`config.mk`:
```
export PLATFORM = sky130hd
export DESIGN_NAME = ddr_init_seq
export DESIGN_NICKNAME = d
export VERILOG_FILES = /design/src/rtl/ddr_init_seq.sv
export SDC_FILE = /design/constraint.sdc
export NUM_CORES = 1
export LEC_CHECK = 0
export BUFFER_PORTS_ARGS = -buffer_cell sky130_fd_sc_hd__clkbuf_2
export CORE_MARGIN = 2
export CORE_UTILIZATION = 45
export CTS_BUF_LIST = sky130_fd_sc_hd__clkbuf_2
export CTS_CLUSTER_SIZE = 30
export DETAILED_ROUTE_END_ITERATION = 8
export PLACE_DENSITY = 0.75
export SYNTH_ARGS = -nofsm -noshare
export SYNTH_HDL_FRONTEND = slang
export SYNTH_SLANG_ARGS = --single-unit
```
`constraint.sdc`:
```
create_clock -name clk -period 4 [get_ports clk]
set_input_delay 0.2 -clock clk [delete_from_list [all_inputs] [get_ports clk]]
set_output_delay 0.2 -clock clk [all_outputs]
set_load 0.03 [all_outputs]
```
`src/rtl/ddr_init_seq.sv`:
```
`timescale 1ns/1ps
module ddr_init_seq #(
  parameter int RANKS       = 4,
  parameter int BND_W       = 8,
  parameter int UNIT_SHIFT  = 25,
  parameter int UNIT_TICKS  = 200,
  parameter int CBR_REPS    = 8,
  parameter int DLL_RST_BIT = 8
) (
  input  logic                        clk,
  input  logic                        rst_n,
  input  logic                        start,
  input  logic                        us_tick,
  input  logic [RANKS*BND_W-1:0]      rank_end,
  input  logic [11:0]                 mode_word,
  input  logic [11:0]                 ext_mode_word,
  input  logic                        ack,
  output logic [2:0]                  cmd_code,
  output logic                        cmd_valid,
  output logic [BND_W+UNIT_SHIFT-1:0] cmd_addr,
  output logic                        init_done
);
  localparam int ADDR_W = BND_W + UNIT_SHIFT;
  localparam int LAST   = 6 + CBR_REPS;
  localparam int STEP_W = $clog2(LAST + 1);
  localparam int RIDX_W = (RANKS > 1) ? $clog2(RANKS) : 1;
  localparam int WAIT_W = $clog2(3 * UNIT_TICKS + 1);

  localparam logic [2:0] C_SELF = 3'd0, C_NOP = 3'd1, C_PRE = 3'd2, C_MRS = 3'd3,
                         C_EMRS = 3'd4, C_CBR = 3'd6, C_NORM = 3'd7;

  typedef enum logic [1:0] {S_IDLE, S_LEAD, S_ISSUE, S_WAIT} st_t;

  function automatic logic [2:0] code_of(input int s);
    if (s == 0) return C_NOP;
    if (s == 1 || s == 4) return C_PRE;
    if (s == 2) return C_EMRS;
    if (s == 3 || s == 5 + CBR_REPS) return C_MRS;
    if (s < 5 + CBR_REPS) return C_CBR;
    return C_NORM;
  endfunction

  st_t               state;
  logic [STEP_W-1:0] step;
  logic [RIDX_W-1:0] ridx;
  logic [BND_W-1:0]  prev_end;
  logic [WAIT_W-1:0] wcnt;
  logic              done_q;

  logic [2:0]        code;
  logic [BND_W-1:0]  cur_end;
  logic              live;
  logic [11:0]       mw;
  logic [WAIT_W-1:0] wait_len;
  logic [ADDR_W-1:0] mofs;

  assign code     = code_of(int'(step));
  assign cur_end  = rank_end[int'(ridx)*BND_W +: BND_W];
  assign live     = (state == S_ISSUE) && (code != C_NORM) && (cur_end > prev_end);
  assign wait_len = (code == C_MRS) ? '0 : WAIT_W'(3 * UNIT_TICKS);

  always_comb begin
    mw = '0;
    if (code == C_EMRS) mw = ext_mode_word;
    else if (code == C_MRS && int'(step) == 3) mw = mode_word | (12'd1 << DLL_RST_BIT);
    else if (code == C_MRS) mw = mode_word & ~(12'd1 << DLL_RST_BIT);
  end

  assign mofs      = (code == C_MRS || code == C_EMRS) ? ADDR_W'({mw[11], mw[9:0], 3'b000}) : '0;
  assign cmd_addr  = {prev_end, {UNIT_SHIFT{1'b0}}} | mofs;
  assign cmd_valid = live;
  assign cmd_code  = (state == S_IDLE && !done_q) ? C_SELF : code;
  assign init_done = done_q;

  always_ff @(posedge clk) begin
    if (!rst_n) begin
      state    <= S_IDLE;
      step     <= '0;
      ridx     <= '0;
      prev_end <= '0;
      wcnt     <= '0;
      done_q   <= 1'b0;
    end else begin
      case (state)
        S_IDLE: if (start) begin
          state  <= S_LEAD;
          step   <= '0;
          wcnt   <= '0;
          done_q <= 1'b0;
        end
        S_LEAD: begin
          if (wcnt == WAIT_W'(2 * UNIT_TICKS)) begin
            state    <= S_ISSUE;
            ridx     <= '0;
            prev_end <= '0;
          end else if (us_tick) wcnt <= wcnt + 1'b1;
        end
        S_ISSUE: begin
          if (code == C_NORM) begin
            state <= S_WAIT;
            wcnt  <= '0;
          end else if (!live || ack) begin
            if (live) prev_end <= cur_end;
            if (ridx == RIDX_W'(RANKS - 1)) begin
              state <= S_WAIT;
              wcnt  <= '0;
            end else ridx <= ridx + 1'b1;
          end
        end
        default: begin
          if (wcnt == wait_len) begin
            if (int'(step) == LAST) begin
              done_q <= 1'b1;
              state  <= S_IDLE;
            end else begin
              step     <= step + 1'b1;
              state    <= S_ISSUE;
              ridx     <= '0;
              prev_end <= '0;
            end
          end else if (us_tick) wcnt <= wcnt + 1'b1;
        end
      endcase
    end
  end


  hold_offer_chk: assert property (@(posedge clk) disable iff (!rst_n)
    cmd_valid && !ack |=> cmd_valid && $stable(cmd_addr) && $stable(cmd_code));


  done_sticky_chk: assert property (@(posedge clk) disable iff (!rst_n)
    init_done && !start |=> init_done);


  busy_not_done_chk: assert property (@(posedge clk) disable iff (!rst_n)
    cmd_valid |-> !init_done);


  normal_not_sent_chk: assert property (@(posedge clk) disable iff (!rst_n)
    cmd_valid |-> cmd_code != C_NORM && cmd_code != C_SELF);


  plain_base_chk: assert property (@(posedge clk) disable iff (!rst_n)
    cmd_valid && cmd_code != C_MRS && cmd_code != C_EMRS |-> cmd_addr[UNIT_SHIFT-1:0] == '0);


  start_ignored_chk: assert property (@(posedge clk) disable iff (!rst_n)
    cmd_valid && start && !ack |=> cmd_valid && $stable(cmd_code));
endmodule

```
==> impl_table.tex, run 1 <==
\begin{tabular}{lr}
\hline
Metric & Value \\
\hline
\multicolumn{2}{l}{\textbf{Yosys}} \\
\quad Count of flip-flops with a built-in enable after synthesis & 0 \\
\quad Post-synth top area cell & dfxtp\_1 \\
\quad Seq/Total Area, Yosys & 0.220 \\
\quad Most used DFF post-synth & dfxtp\_1 \\
\quad Leading cell types by total area after synthesis & dfxtp\_1, ha\_1, mux4\_2 \\
\quad Share of the synthesized area in the top cell type & 0.220 \\
\quad Yosys warning total & 0 \\
\quad Async set-reset flop share out of synthesis & 0 \\
\quad Count of state elements after synthesis & 27 \\
\quad Average cell area after synthesis & 8.79 sq um \\
\quad Netlist area before placement & 2450 sq um \\
\quad Cell count after synthesis & 279 \\
\quad Number of library cell types mapped by synthesis & 62 \\
\multicolumn{2}{l}{\textbf{CTS}} \\
\quad Clk slew on worst S/H paths & 280 ps \\
\quad Inserted Clock Buffers & 3 \\
\quad Number of hold-repair buffers added at the cts stage & 0 \\
\quad Post-CTS sizing & 0 \\
\quad Number of clock sinks & 27 \\
\quad Maximum clock path buffer count & 2 \\
\quad TritonCTS clock tree & yes \\
\quad Max H-tree Level & 1 \\
\quad Clk Tree Root Cell & clkbuf\_2 \\
\quad Insertion delay to the later sink of the worst-skew pair & 370 ps \\
\quad Setup bufs post-CTS & 0 \\
\multicolumn{2}{l}{\textbf{STA}} \\
\quad Accumulated negative setup slack & 0 ps \\
\quad Slew at the pin closest to its max-slew limit & 660 ps \\
\quad Number of endpoints with negative hold slack in the final report & 0 \\
\quad Ratio of final minimum period to clock period & 0.809 \\
\quad Upper clock frequency limit & 0.309 GHz \\
\quad Relative max-transition margin & 0.558 \\
\quad Setup-failing EPs final & 0 \\
\quad Number of slew-limit violations in the final report & 0 \\
\quad Shortest clock period the worst path allows after layout & 3240 ps \\
\quad Clock skew after layout & 12.3 ps \\
\quad Worst setup margin & 763 ps \\
\quad Setup repair after global routing missed its margin & no \\
\multicolumn{2}{l}{\textbf{Placement}} \\
\quad RePlAce Congestion & 0.846 \\
\quad DPL Wire Length & 4.58 mm \\
\quad Post-placement setup slack & 736 ps \\
\quad Count of buffers from port buffering & 81 \\
\multicolumn{2}{l}{\textbf{Floorplan}} \\
\quad Count of boundary I/O pins & 99 \\
\quad \# rows & 26 \\
\quad Placeable Area & 5170 sq um \\
\quad Chip height & 77.8 um \\
\quad Chip Width & 77.8 um \\
\quad Area of the die & 6060 sq um \\
\quad Starting Density & 0.474 \\
\multicolumn{2}{l}{\textbf{Detailed routing}} \\
\quad ANT nets after route & 0 \\
\quad Total length of routed wires & 5.63 mm \\
\quad Detailed router's first-iteration violation count & 95 \\
\quad DR pass1 iterations & 4 \\
\quad Wire length per cell after detailed routing & 13.3 um \\
\quad Total vias in the final route & 2332 \\
\quad DRC viols & 0 \\
\quad Vias/cell & 5.51 \\
\multicolumn{2}{l}{\textbf{Cells and area}} \\
\quad Most common library cell in the layout ignoring fill and taps & clkbuf\_2 \\
\quad Top library cells by usage in the layout, fill and taps aside & clkbuf\_2, dfxtp\_1, inv\_1, nand2\_1, ha\_1 \\
\quad Fraction of layout instances using a drive strength above 1 & 0.343 \\
\quad Total area of sequential cells & 541 sq um \\
\quad Filler cells & 498 \\
\quad \# nets final & 434 \\
\quad Area grow syn2layout & 15.2\% \\
\quad Final cell utilization of the core & 0.547 \\
\quad Footprint of the multi-input gates & 1690 sq um \\
\quad Diode count & 0 \\
\multicolumn{2}{l}{\textbf{Power and ir drop}} \\
\quad Peak VDD IR & 0.000233 V \\
\quad Power per cell area & 349 nW/um\^{}2 \\
\quad Leakage power & 1.22 nW \\
\multicolumn{2}{l}{\textbf{Critical path}} \\
\quad Path type of the worst setup path & flop to flop \\
\quad Sort of element at the start of the critical path & flop \\
\quad Worst endpoint data arrival time & 3550 ps \\
\quad Required time worst endpoint & 4310 ps \\
\quad Type of destination of the critical path & flop \\
\quad Peak fanout along the critical path & 11 \\
\multicolumn{2}{l}{\textbf{Min path}} \\
\quad Class of the worst hold path & input pin to flop \\
\multicolumn{2}{l}{\textbf{Job}} \\
\quad Max Cap Viol & 0 \\
\multicolumn{2}{l}{\textbf{GRT}} \\
\quad Total track usage & 0.184 \\
\quad Number of antenna violations at the first check in global routing & 0 \\
\quad GRT Residual Overflow & 0 \\
\quad Via count of the first global-routing pass & 2185 \\
\quad Wire length of the first global-routing pass & 9.36 mm \\
\quad Largest net degree at the start of global routing & 24 \\
\multicolumn{2}{l}{\textbf{Status}} \\
\quad Outcome & completed \\
\hline
\end{tabular}
-- stage by stage --
| step | instance area (sq um) | cells | hold WS (ps) | power (mW) |
|---|---|---|---|---|
| after detailed placement | 2810 | 419 | 465 | 0.881 |
| after floorplan | 2500 | 292 | 444 | 0.781 |
| after global placement | 2810 | 419 | 461 | 0.871 |
| final | 2830 | 423 | 205 | 0.987 |
| after CTS | 2830 | 423 | 177 | 0.996 |
| after global routing | 2830 | 423 | 186 | 1.08 |
-- final timing paths --
check	from	endpoint	slack, ps	depth (start not counted)
hold / removal	us_tick	wcnt[6]$_SDFFE_PN0P_	210	4
hold reg to reg	prev_end[3]$_SDFFE_PN0P_	prev_end[3]$_SDFFE_PN0P_	490	2
setup / recovery	ridx[0]$_SDFFE_PN0P_	wcnt[6]$_SDFFE_PN0P_	760	8
setup reg to reg	ridx[0]$_SDFFE_PN0P_	wcnt[6]$_SDFFE_PN0P_	760	8
-- cells in the mapped netlist, types with 2 or more instances --
master and count:
inv_1 23, nand4_1 7, a21o_2 4, a21oi_1 9, mux4_2 8, o2bb2ai_1 9, o211ai_1 3, o21ai_0 5
nand3_1 8, clkbuf_8 3, xnor2_1 2, nor3b_2 2, buf_4 14, a211oi_1 2, dfxtp_1 27, o221a_2 2
a31oi_1 6, mux2i_1 4, o31ai_1 2, ha_1 19, nor3_1 4, buf_6 2, or2_2 2, o311a_2 2
a22o_1 10, nand2_1 23, nor2_1 18, o22ai_1 3, o21a_1 6, nor2b_1 5, clkbuf_1 5, and3_1 10
-- critical path, cell delays in order, from the launching register on --
cell,delay [ps]
dfxtp_1,780
mux4_2,600
ha_1,330
nand4_1,160
nor2_1,220
o31ai_1,120
o21bai_1,440
nand2_1,190
o311a_1,350
-- cells by family (layout without fill, tap and decap cells) --
logic type,count (synthesis),in the layout,share of synthesized area
other,1,14,0.00153
flip-flops,27,27,0.220
adder cells (fa/ha/maj),19,19,0.0969
AND/OR/NAND/NOR,94,94,0.218
buffers and inverters,47,108,0.112
XOR/XNOR,3,3,0.0107
multiplexers,12,12,0.0897
AO/OA/AOI/OAI,76,76,0.251
-- per-layer routing --
layer	routed length, um	track usage	vias to the layer above	part of all wire
li1	-	-	1151	-
met1	2500	0.236	1096	0.44
met2	2780	0.317	81	0.49
met3	316	0.0256	4	0.056
met4	38	0.0607	0	0.0067
met5	0	0	-	0
-- final cells by class --
| type | count | area share |
|---|---|---|
| Inverter | 23 | 0.0305 |
| Multi-Input combinational cell | 218 | 0.597 |
| Clock inverter | 1 | 0.00177 |
| Clock buffer | 3 | 0.00531 |
| Tap cell | 70 | 0.0310 |
| Timing Repair Buffer | 81 | 0.143 |
| Sequential cell | 27 | 0.191 |
-- power by group --
group	switching [mW]	leakage [nW]	internal, mW	total [mW]
sequential	0.0228	0.218	0.287	0.310
combinational	0.342	0.987	0.225	0.567
clock	0.0868	0.0164	0.0227	0.110
total	0.451	1.22	0.535	0.987
-- sequential cells by signal (all words and copies together), names as in the netlist --
name,count
wcnt,10
ridx,2
init_done,1
step,4
prev_end,8
state,2
No activity file was read; power rests on OpenSTA's default activity.
==> inputs of run 2 (changes only) <==
Clock period 4 ns to 3.2 ns, I/O delays scaled along.
==> impl_table.tex, run 2 (synthesized netlist as in run 1, its figures left out) <==
\begin{tabular}{lr}
\hline
Metric & Value \\
\hline
\multicolumn{2}{l}{\textbf{Detailed routing}} \\
\quad Total vias in the final route & 2348 (+0.69\%) \\
\quad ANT nets after route & 0 (unchanged) \\
\quad Total length of routed wires & 5.73 mm (+1.8\%) \\
\quad Vias/cell & 5.51 (about the same) \\
\quad Wire length per cell after detailed routing & 13.5 um (+1.1\%) \\
\quad DR pass1 iterations & 4 (unchanged) \\
\quad DRC viols & 0 (unchanged) \\
\quad Detailed router's first-iteration violation count & 78 (-18\%) \\
\multicolumn{2}{l}{\textbf{Floorplan}} \\
\quad \# rows & 26 (unchanged) \\
\quad Starting Density & 0.474 (unchanged) \\
\quad Count of boundary I/O pins & 99 (unchanged) \\
\quad Chip Width & 77.8 um (unchanged) \\
\quad Chip height & 77.8 um (unchanged) \\
\quad Placeable Area & 5170 sq um (unchanged) \\
\quad Area of the die & 6060 sq um (unchanged) \\
\multicolumn{2}{l}{\textbf{Critical path}} \\
\quad Sort of element at the start of the critical path & flop \\
\quad Type of destination of the critical path & output pin \\
\quad Path type of the worst setup path & flop to output pin \\
\quad Crit-path max cell delay & 530 ps (-250 ps) \\
\quad Worst endpoint data arrival time & 2780 ps (-770 ps) \\
\quad Peak fanout along the critical path & 7 (-4) \\
\quad Worst-path cell with the longest stage delay & mux4\_2 \\
\quad Required time worst endpoint & 3040 ps (-1270 ps) \\
\quad Ordered list of cells on the worst path & buf\_4 > mux4\_2 > ha\_1 > nor2b\_1 > o211ai\_1 > a21oi\_1 > o21a\_1 > clkbuf\_2 \\
\multicolumn{2}{l}{\textbf{CTS}} \\
\quad Number of hold-repair buffers added at the cts stage & 0 (unchanged) \\
\quad Inserted Clock Buffers & 3 (unchanged) \\
\quad TritonCTS clock tree & yes \\
\quad Clk slew on worst S/H paths & 260 ps (-20 ps) \\
\quad Maximum clock path buffer count & 2 (unchanged) \\
\quad Clk Tree Root Cell & clkbuf\_2 \\
\quad Max H-tree Level & 1 (unchanged) \\
\quad Insertion delay to the later sink of the worst-skew pair & 370 ps (about the same) \\
\quad Number of clock sinks & 27 (unchanged) \\
\multicolumn{2}{l}{\textbf{Cells and area}} \\
\quad Number of flip-flops under the largest register name & 10 (unchanged) \\
\quad Largest Register & wcnt \\
\quad Number of standard cells in the final layout excluding fillers & 426 (+0.71\%) \\
\quad \# nets final & 437 (+0.69\%) \\
\quad Fraction of layout instances using a drive strength above 1 & 0.348 (+0.00554) \\
\quad Final cell utilization of the core & 0.552 (+0.00556) \\
\quad Area grow syn2layout & 16.4\% \\
\quad Largest registers in the final layout & wcnt: 10 flops, prev\_end: 8 flops, step: 4 flops \\
\quad Diode count & 0 (unchanged) \\
\quad Most common library cell in the layout ignoring fill and taps & clkbuf\_2 \\
\quad Top library cells by usage in the layout, fill and taps aside & clkbuf\_2, dfxtp\_1, inv\_1, nand2\_1, ha\_1 \\
\multicolumn{2}{l}{\textbf{STA}} \\
\quad Ratio of final minimum period to clock period & 0.919 \\
\quad Accumulated negative setup slack & 0 ps (unchanged) \\
\quad Setup-failing EPs final & 0 (unchanged) \\
\quad Final worst hold slack & 172 ps (-33.2 ps) \\
\quad Clock skew after layout & 13.2 ps (+0.845 ps) \\
\quad Upper clock frequency limit & 0.340 GHz \\
\quad Worst setup margin & 259 ps (-505 ps) \\
\quad Slew at the pin closest to its max-slew limit & 709 ps (+49.0 ps) \\
\quad Number of slew-limit violations in the final report & 0 (unchanged) \\
\quad Relative max-transition margin & 0.525 (-0.0328) \\
\quad Setup repair after global routing missed its margin & no \\
\quad Shortest clock period the worst path allows after layout & 2940 ps \\
\quad Number of endpoints with negative hold slack in the final report & 0 (unchanged) \\
\multicolumn{2}{l}{\textbf{Power and ir drop}} \\
\quad Peak VDD IR & 0.000490 V (+110\%) \\
\quad Power per cell area & 441 nW/um\^{}2 (+26\%) \\
\quad Leakage power & 1.25 nW (+2.5\%) \\
\multicolumn{2}{l}{\textbf{GRT}} \\
\quad Largest net degree at the start of global routing & 24 (unchanged) \\
\quad Total track usage & 0.190 (+0.00512) \\
\quad Wire length of the first global-routing pass & 9.76 mm (+4.3\%) \\
\quad GRT Residual Overflow & 0 (unchanged) \\
\quad Via count of the first global-routing pass & 2258 (+3.3\%) \\
\quad Number of antenna violations at the first check in global routing & 0 (unchanged) \\
\multicolumn{2}{l}{\textbf{Placement}} \\
\quad RePlAce Congestion & 0.858 (+1.4\%) \\
\quad Post-placement setup slack & 290 ps (-446 ps) \\
\quad Count of buffers from port buffering & 81 (unchanged) \\
\quad Cells after DPL & 422 (+0.72\%) \\
\quad DPL Wire Length & 4.66 mm (+1.8\%) \\
\multicolumn{2}{l}{\textbf{Status}} \\
\quad Outcome & completed \\
\multicolumn{2}{l}{\textbf{Min path}} \\
\quad Class of the worst hold path & input pin to flop \\
\multicolumn{2}{l}{\textbf{Job}} \\
\quad Max Cap Viol & 0 (unchanged) \\
\hline
\end{tabular}
run 2: cell type report:
cell class	count	area, sq um
Timing Repair Buffer	84	428
Tap cell	70	87.6
Inverter	23	86.3
Fill cell	500	2320
Multi-Input combinational cell	218	1690
Sequential cell	27	541
Clock buffer	4	20.0
run 2: critical path, delay by kind of cell, from the launching register on:
kind	cells	cell delay, ps
buffers and inverters	2	420
adders and majority gates	1	310
and+or+nand+nor	1	130
muxes	1	530
AOI/OAI and AO/OA	3	550
DFF	1	470
run 2: layer usage:
metal	vias up	wire length (um)	share of wire	track usage
met3	2	310	0.054	0.0419
met2	69	2840	0.50	0.343
met1	1117	2560	0.45	0.232
met5	-	0	0	0
met4	0	18	0.0031	0.0304
li1	1160	-	-	-
run 2: worst paths after layout:
| kind | endpoint | cells past startpoint | startpoint | slack [ps] |
|---|---|---|---|---|
| setup / recovery | cmd_valid | 8 | ridx[0]$_SDFFE_PN0P_ | 260 |
| hold / removal | step[3]$_SDFFE_PN0P_ | 4 | start | 170 |
| setup reg to reg | wcnt[6]$_SDFFE_PN0P_ | 9 | ridx[0]$_SDFFE_PN0P_ | 260 |
| hold reg to reg | prev_end[4]$_SDFFE_PN0P_ | 2 | prev_end[4]$_SDFFE_PN0P_ | 490 |
run 2: repair_timing:
item                                    4_1_cts  5_1_grt
gates resized for setup                       0        1
setup buffers                                 0        0
endpoints found under the setup margin        0        8
run 2: report_power, final:
part | internal (mW) | total (mW) | switching (mW)
clock | 0.0329 | 0.138 | 0.105
combinational | 0.294 | 0.741 | 0.447
sequential | 0.359 | 0.382 | 0.0227
total | 0.686 | 1.26 | 0.575
run 2: metrics by stage:
stage / instance area (sq um) / total power [mW]
5_1_grt: 2860 / 1.37
4_1_cts: 2850 / 1.26
6_report: 2860 / 1.26
2_1_floorplan: 2500 / 0.977
3_5_place_dp: 2830 / 1.12
3_3_place_gp: 2830 / 1.10
==> inputs of run 3 (changes only) <==
Settings changed: CELL_PAD_IN_SITES_DETAIL_PLACEMENT from default to 1, CELL_PAD_IN_SITES_GLOBAL_PLACEMENT from default to 2, CORE_UTILIZATION 45 to 28, PLACE_DENSITY 0.75 to default, PLACE_DENSITY_LB_ADDON from default to 0.1.
==> impl_table.tex, run 3 (synthesized netlist as in run 1, its figures left out) <==
\begin{tabular}{lr}
\hline
Metric & Value \\
\hline
\multicolumn{2}{l}{\textbf{Detailed routing}} \\
\quad Wire length per cell after detailed routing & 14.4 um (+7.3\%) \\
\quad Detailed router's first-iteration violation count & 67 (-14\%) \\
\quad ANT nets after route & 0 (unchanged) \\
\quad DRC viols & 0 (unchanged) \\
\quad Total length of routed wires & 6.72 mm (+17\%) \\
\quad DR pass1 iterations & 4 (unchanged) \\
\quad Total vias in the final route & 2369 (+0.89\%) \\
\quad Vias/cell & 5.09 (-7.6\%) \\
\multicolumn{2}{l}{\textbf{STA}} \\
\quad Accumulated negative setup slack & 0 ps (unchanged) \\
\quad Slew at the pin closest to its max-slew limit & 521 ps (-188 ps) \\
\quad Setup repair after global routing missed its margin & no \\
\quad Upper clock frequency limit & 0.348 GHz (+2.4\%) \\
\quad Clock skew after layout & 25.4 ps (+12.2 ps) \\
\quad Number of slew-limit violations in the final report & 0 (unchanged) \\
\quad Setup-failing EPs final & 0 (unchanged) \\
\quad Ratio of final minimum period to clock period & 0.898 (-0.0215) \\
\quad Relative max-transition margin & 0.652 (+0.127) \\
\quad Number of endpoints with negative hold slack in the final report & 0 (unchanged) \\
\quad Worst setup margin & 328 ps (+68.9 ps) \\
\quad Shortest clock period the worst path allows after layout & 2870 ps (-68.9 ps) \\
\multicolumn{2}{l}{\textbf{Floorplan}} \\
\quad Chip Width & 97.6 um (+25\%) \\
\quad Placeable Area & 8590 sq um (+66\%) \\
\quad Starting Density & 0.286 (-0.189) \\
\quad Chip height & 97.6 um (+25\%) \\
\quad \# rows & 34 (+31\%) \\
\quad Area of the die & 9530 sq um (+57\%) \\
\quad Count of boundary I/O pins & 99 (unchanged) \\
\multicolumn{2}{l}{\textbf{CTS}} \\
\quad Maximum clock path buffer count & 2 (unchanged) \\
\quad Max H-tree Level & 1 (unchanged) \\
\quad Number of clock sinks & 27 (unchanged) \\
\quad Clk slew on worst S/H paths & 330 ps (+70 ps) \\
\quad Inserted Clock Buffers & 3 (unchanged) \\
\quad Insertion delay to the later sink of the worst-skew pair & 400 ps (+30 ps) \\
\quad Clk Tree Root Cell & clkbuf\_2 \\
\quad TritonCTS clock tree & yes \\
\multicolumn{2}{l}{\textbf{Cells and area}} \\
\quad Diode count & 0 (unchanged) \\
\quad \# nets final & 438 (+0.23\%) \\
\quad Footprint of the multi-input gates & 1690 sq um (unchanged) \\
\quad Final cell utilization of the core & 0.339 (-0.213) \\
\quad Filler cells & 1065 (+110\%) \\
\quad Total area of sequential cells & 541 sq um (unchanged) \\
\quad Largest Register & wcnt \\
\quad Most common library cell in the layout ignoring fill and taps & clkbuf\_2 \\
\quad Area grow syn2layout & 18.7\% \\
\quad Fraction of layout instances using a drive strength above 1 & 0.350 (+0.00183) \\
\quad Number of standard cells in the final layout excluding fillers & 465 (+9.2\%) \\
\quad Top library cells by usage in the layout, fill and taps aside & clkbuf\_2, dfxtp\_1, inv\_1, nand2\_1, ha\_1 \\
\quad Largest registers in the final layout & wcnt: 10 flops, prev\_end: 8 flops, step: 4 flops \\
\quad Number of flip-flops under the largest register name & 10 (unchanged) \\
\multicolumn{2}{l}{\textbf{Placement}} \\
\quad Post-placement setup slack & 285 ps (-5.01 ps) \\
\quad Cells after DPL & 461 (+9.2\%) \\
\quad Count of buffers from port buffering & 81 (unchanged) \\
\quad DPL Wire Length & 5.53 mm (+19\%) \\
\quad RePlAce Congestion & 0.737 (-14\%) \\
\multicolumn{2}{l}{\textbf{Power and ir drop}} \\
\quad Leakage power & 1.26 nW (+0.39\%) \\
\quad Power per cell area & 452 nW/um\^{}2 (+2.4\%) \\
\quad Peak VDD IR & 0.000185 V (-62\%) \\
\multicolumn{2}{l}{\textbf{Critical path}} \\
\quad Worst endpoint data arrival time & 2710 ps (-70 ps) \\
\quad Launch point of the critical path & ridx[1]\$\_SDFFE\_PN0P\_ \\
\quad Startpoint of the worst register-to-register path & ridx[0]\$\_SDFFE\_PN0P\_ \\
\quad Sort of element at the start of the critical path & flop \\
\quad Required time worst endpoint & 3040 ps (about the same) \\
\quad Path type of the worst setup path & flop to output pin \\
\quad Type of destination of the critical path & output pin \\
\quad Peak fanout along the critical path & 10 (+3) \\
\multicolumn{2}{l}{\textbf{Min path}} \\
\quad Class of the worst hold path & input pin to flop \\
\quad Launch point of the worst hold path & us\_tick \\
\multicolumn{2}{l}{\textbf{GRT}} \\
\quad Total track usage & 0.144 (-0.0459) \\
\quad Wire length of the first global-routing pass & 11.4 mm (+17\%) \\
\quad Via count of the first global-routing pass & 2431 (+7.7\%) \\
\quad Met1 Usage GRT & 0.180 (-0.0520) \\
\quad Routing usage on met2 & 0.264 (-0.0794) \\
\quad Largest net degree at the start of global routing & 24 (unchanged) \\
\quad Busiest layer in global routing & met2 \\
\quad GRT Residual Overflow & 0 (unchanged) \\
\quad Number of antenna violations at the first check in global routing & 0 (unchanged) \\
\quad Met3 Resource Use GR & 0.0180 (-0.0239) \\
\multicolumn{2}{l}{\textbf{Status}} \\
\quad Outcome & completed \\
\multicolumn{2}{l}{\textbf{Job}} \\
\quad Max Cap Viol & 0 (unchanged) \\
\hline
\end{tabular}
-- run 3: timing repair --
action                     4_1_cts  5_1_grt
setup buffers                    0        0
resized for setup                0        1
setup endpoints to repair        0        1
hold buffers                     0        0
-- run 3: critical path: stages (launching register included) --
cell and delay (ps):
dfxtp_1 680, mux4_2 390, ha_1 300, nor2b_1 130, o211ai_1 240, a21oi_1 170
o21a_1 210, clkbuf_2 180
-- run 3: where the power goes --
| group | switching, mW | total (mW) | internal, mW |
|---|---|---|---|
| Clock | 0.125 | 0.154 | 0.0283 |
| Sequential | 0.0214 | 0.381 | 0.359 |
| Combinational | 0.476 | 0.781 | 0.306 |
| Total | 0.622 | 1.32 | 0.693 |
-- run 3: area by class of cell --
class	instances	share of cell area
clock buffers	3	0.00516
clock inverters	1	0.00172
inverters	23	0.0297
multi-input cells	218	0.582
flip-flops and latches	27	0.186
well taps	108	0.0464
repair buffers	85	0.150
-- run 3: metrics by stage --
step | power, mW | hold WS (ps) | instance area (sq um)
after global placement | 1.17 | 461 | 2890
final | 1.32 | 129 | 2910
after floorplan | 0.977 | 404 | 2500
after CTS | 1.34 | 105 | 2910
after global routing | 1.44 | 102 | 2910
after detailed placement | 1.18 | 471 | 2890
-- run 3: routing by layer --
layer | vias up | wire length [um]
met5 | - | 0
met4 | 0 | 43
met3 | 2 | 376
met2 | 75 | 3330
met1 | 1123 | 2960
li1 | 1169 | -
-- run 3: final timing paths --
check	cells after the start	slack, ps	end
min reg2reg	2	490	prev_end[0]$_SDFFE_PN0P_
max reg2reg	9	360	wcnt[6]$_SDFFE_PN0P_
max	7	330	cmd_valid
min	4	130	wcnt[6]$_SDFFE_PN0P_
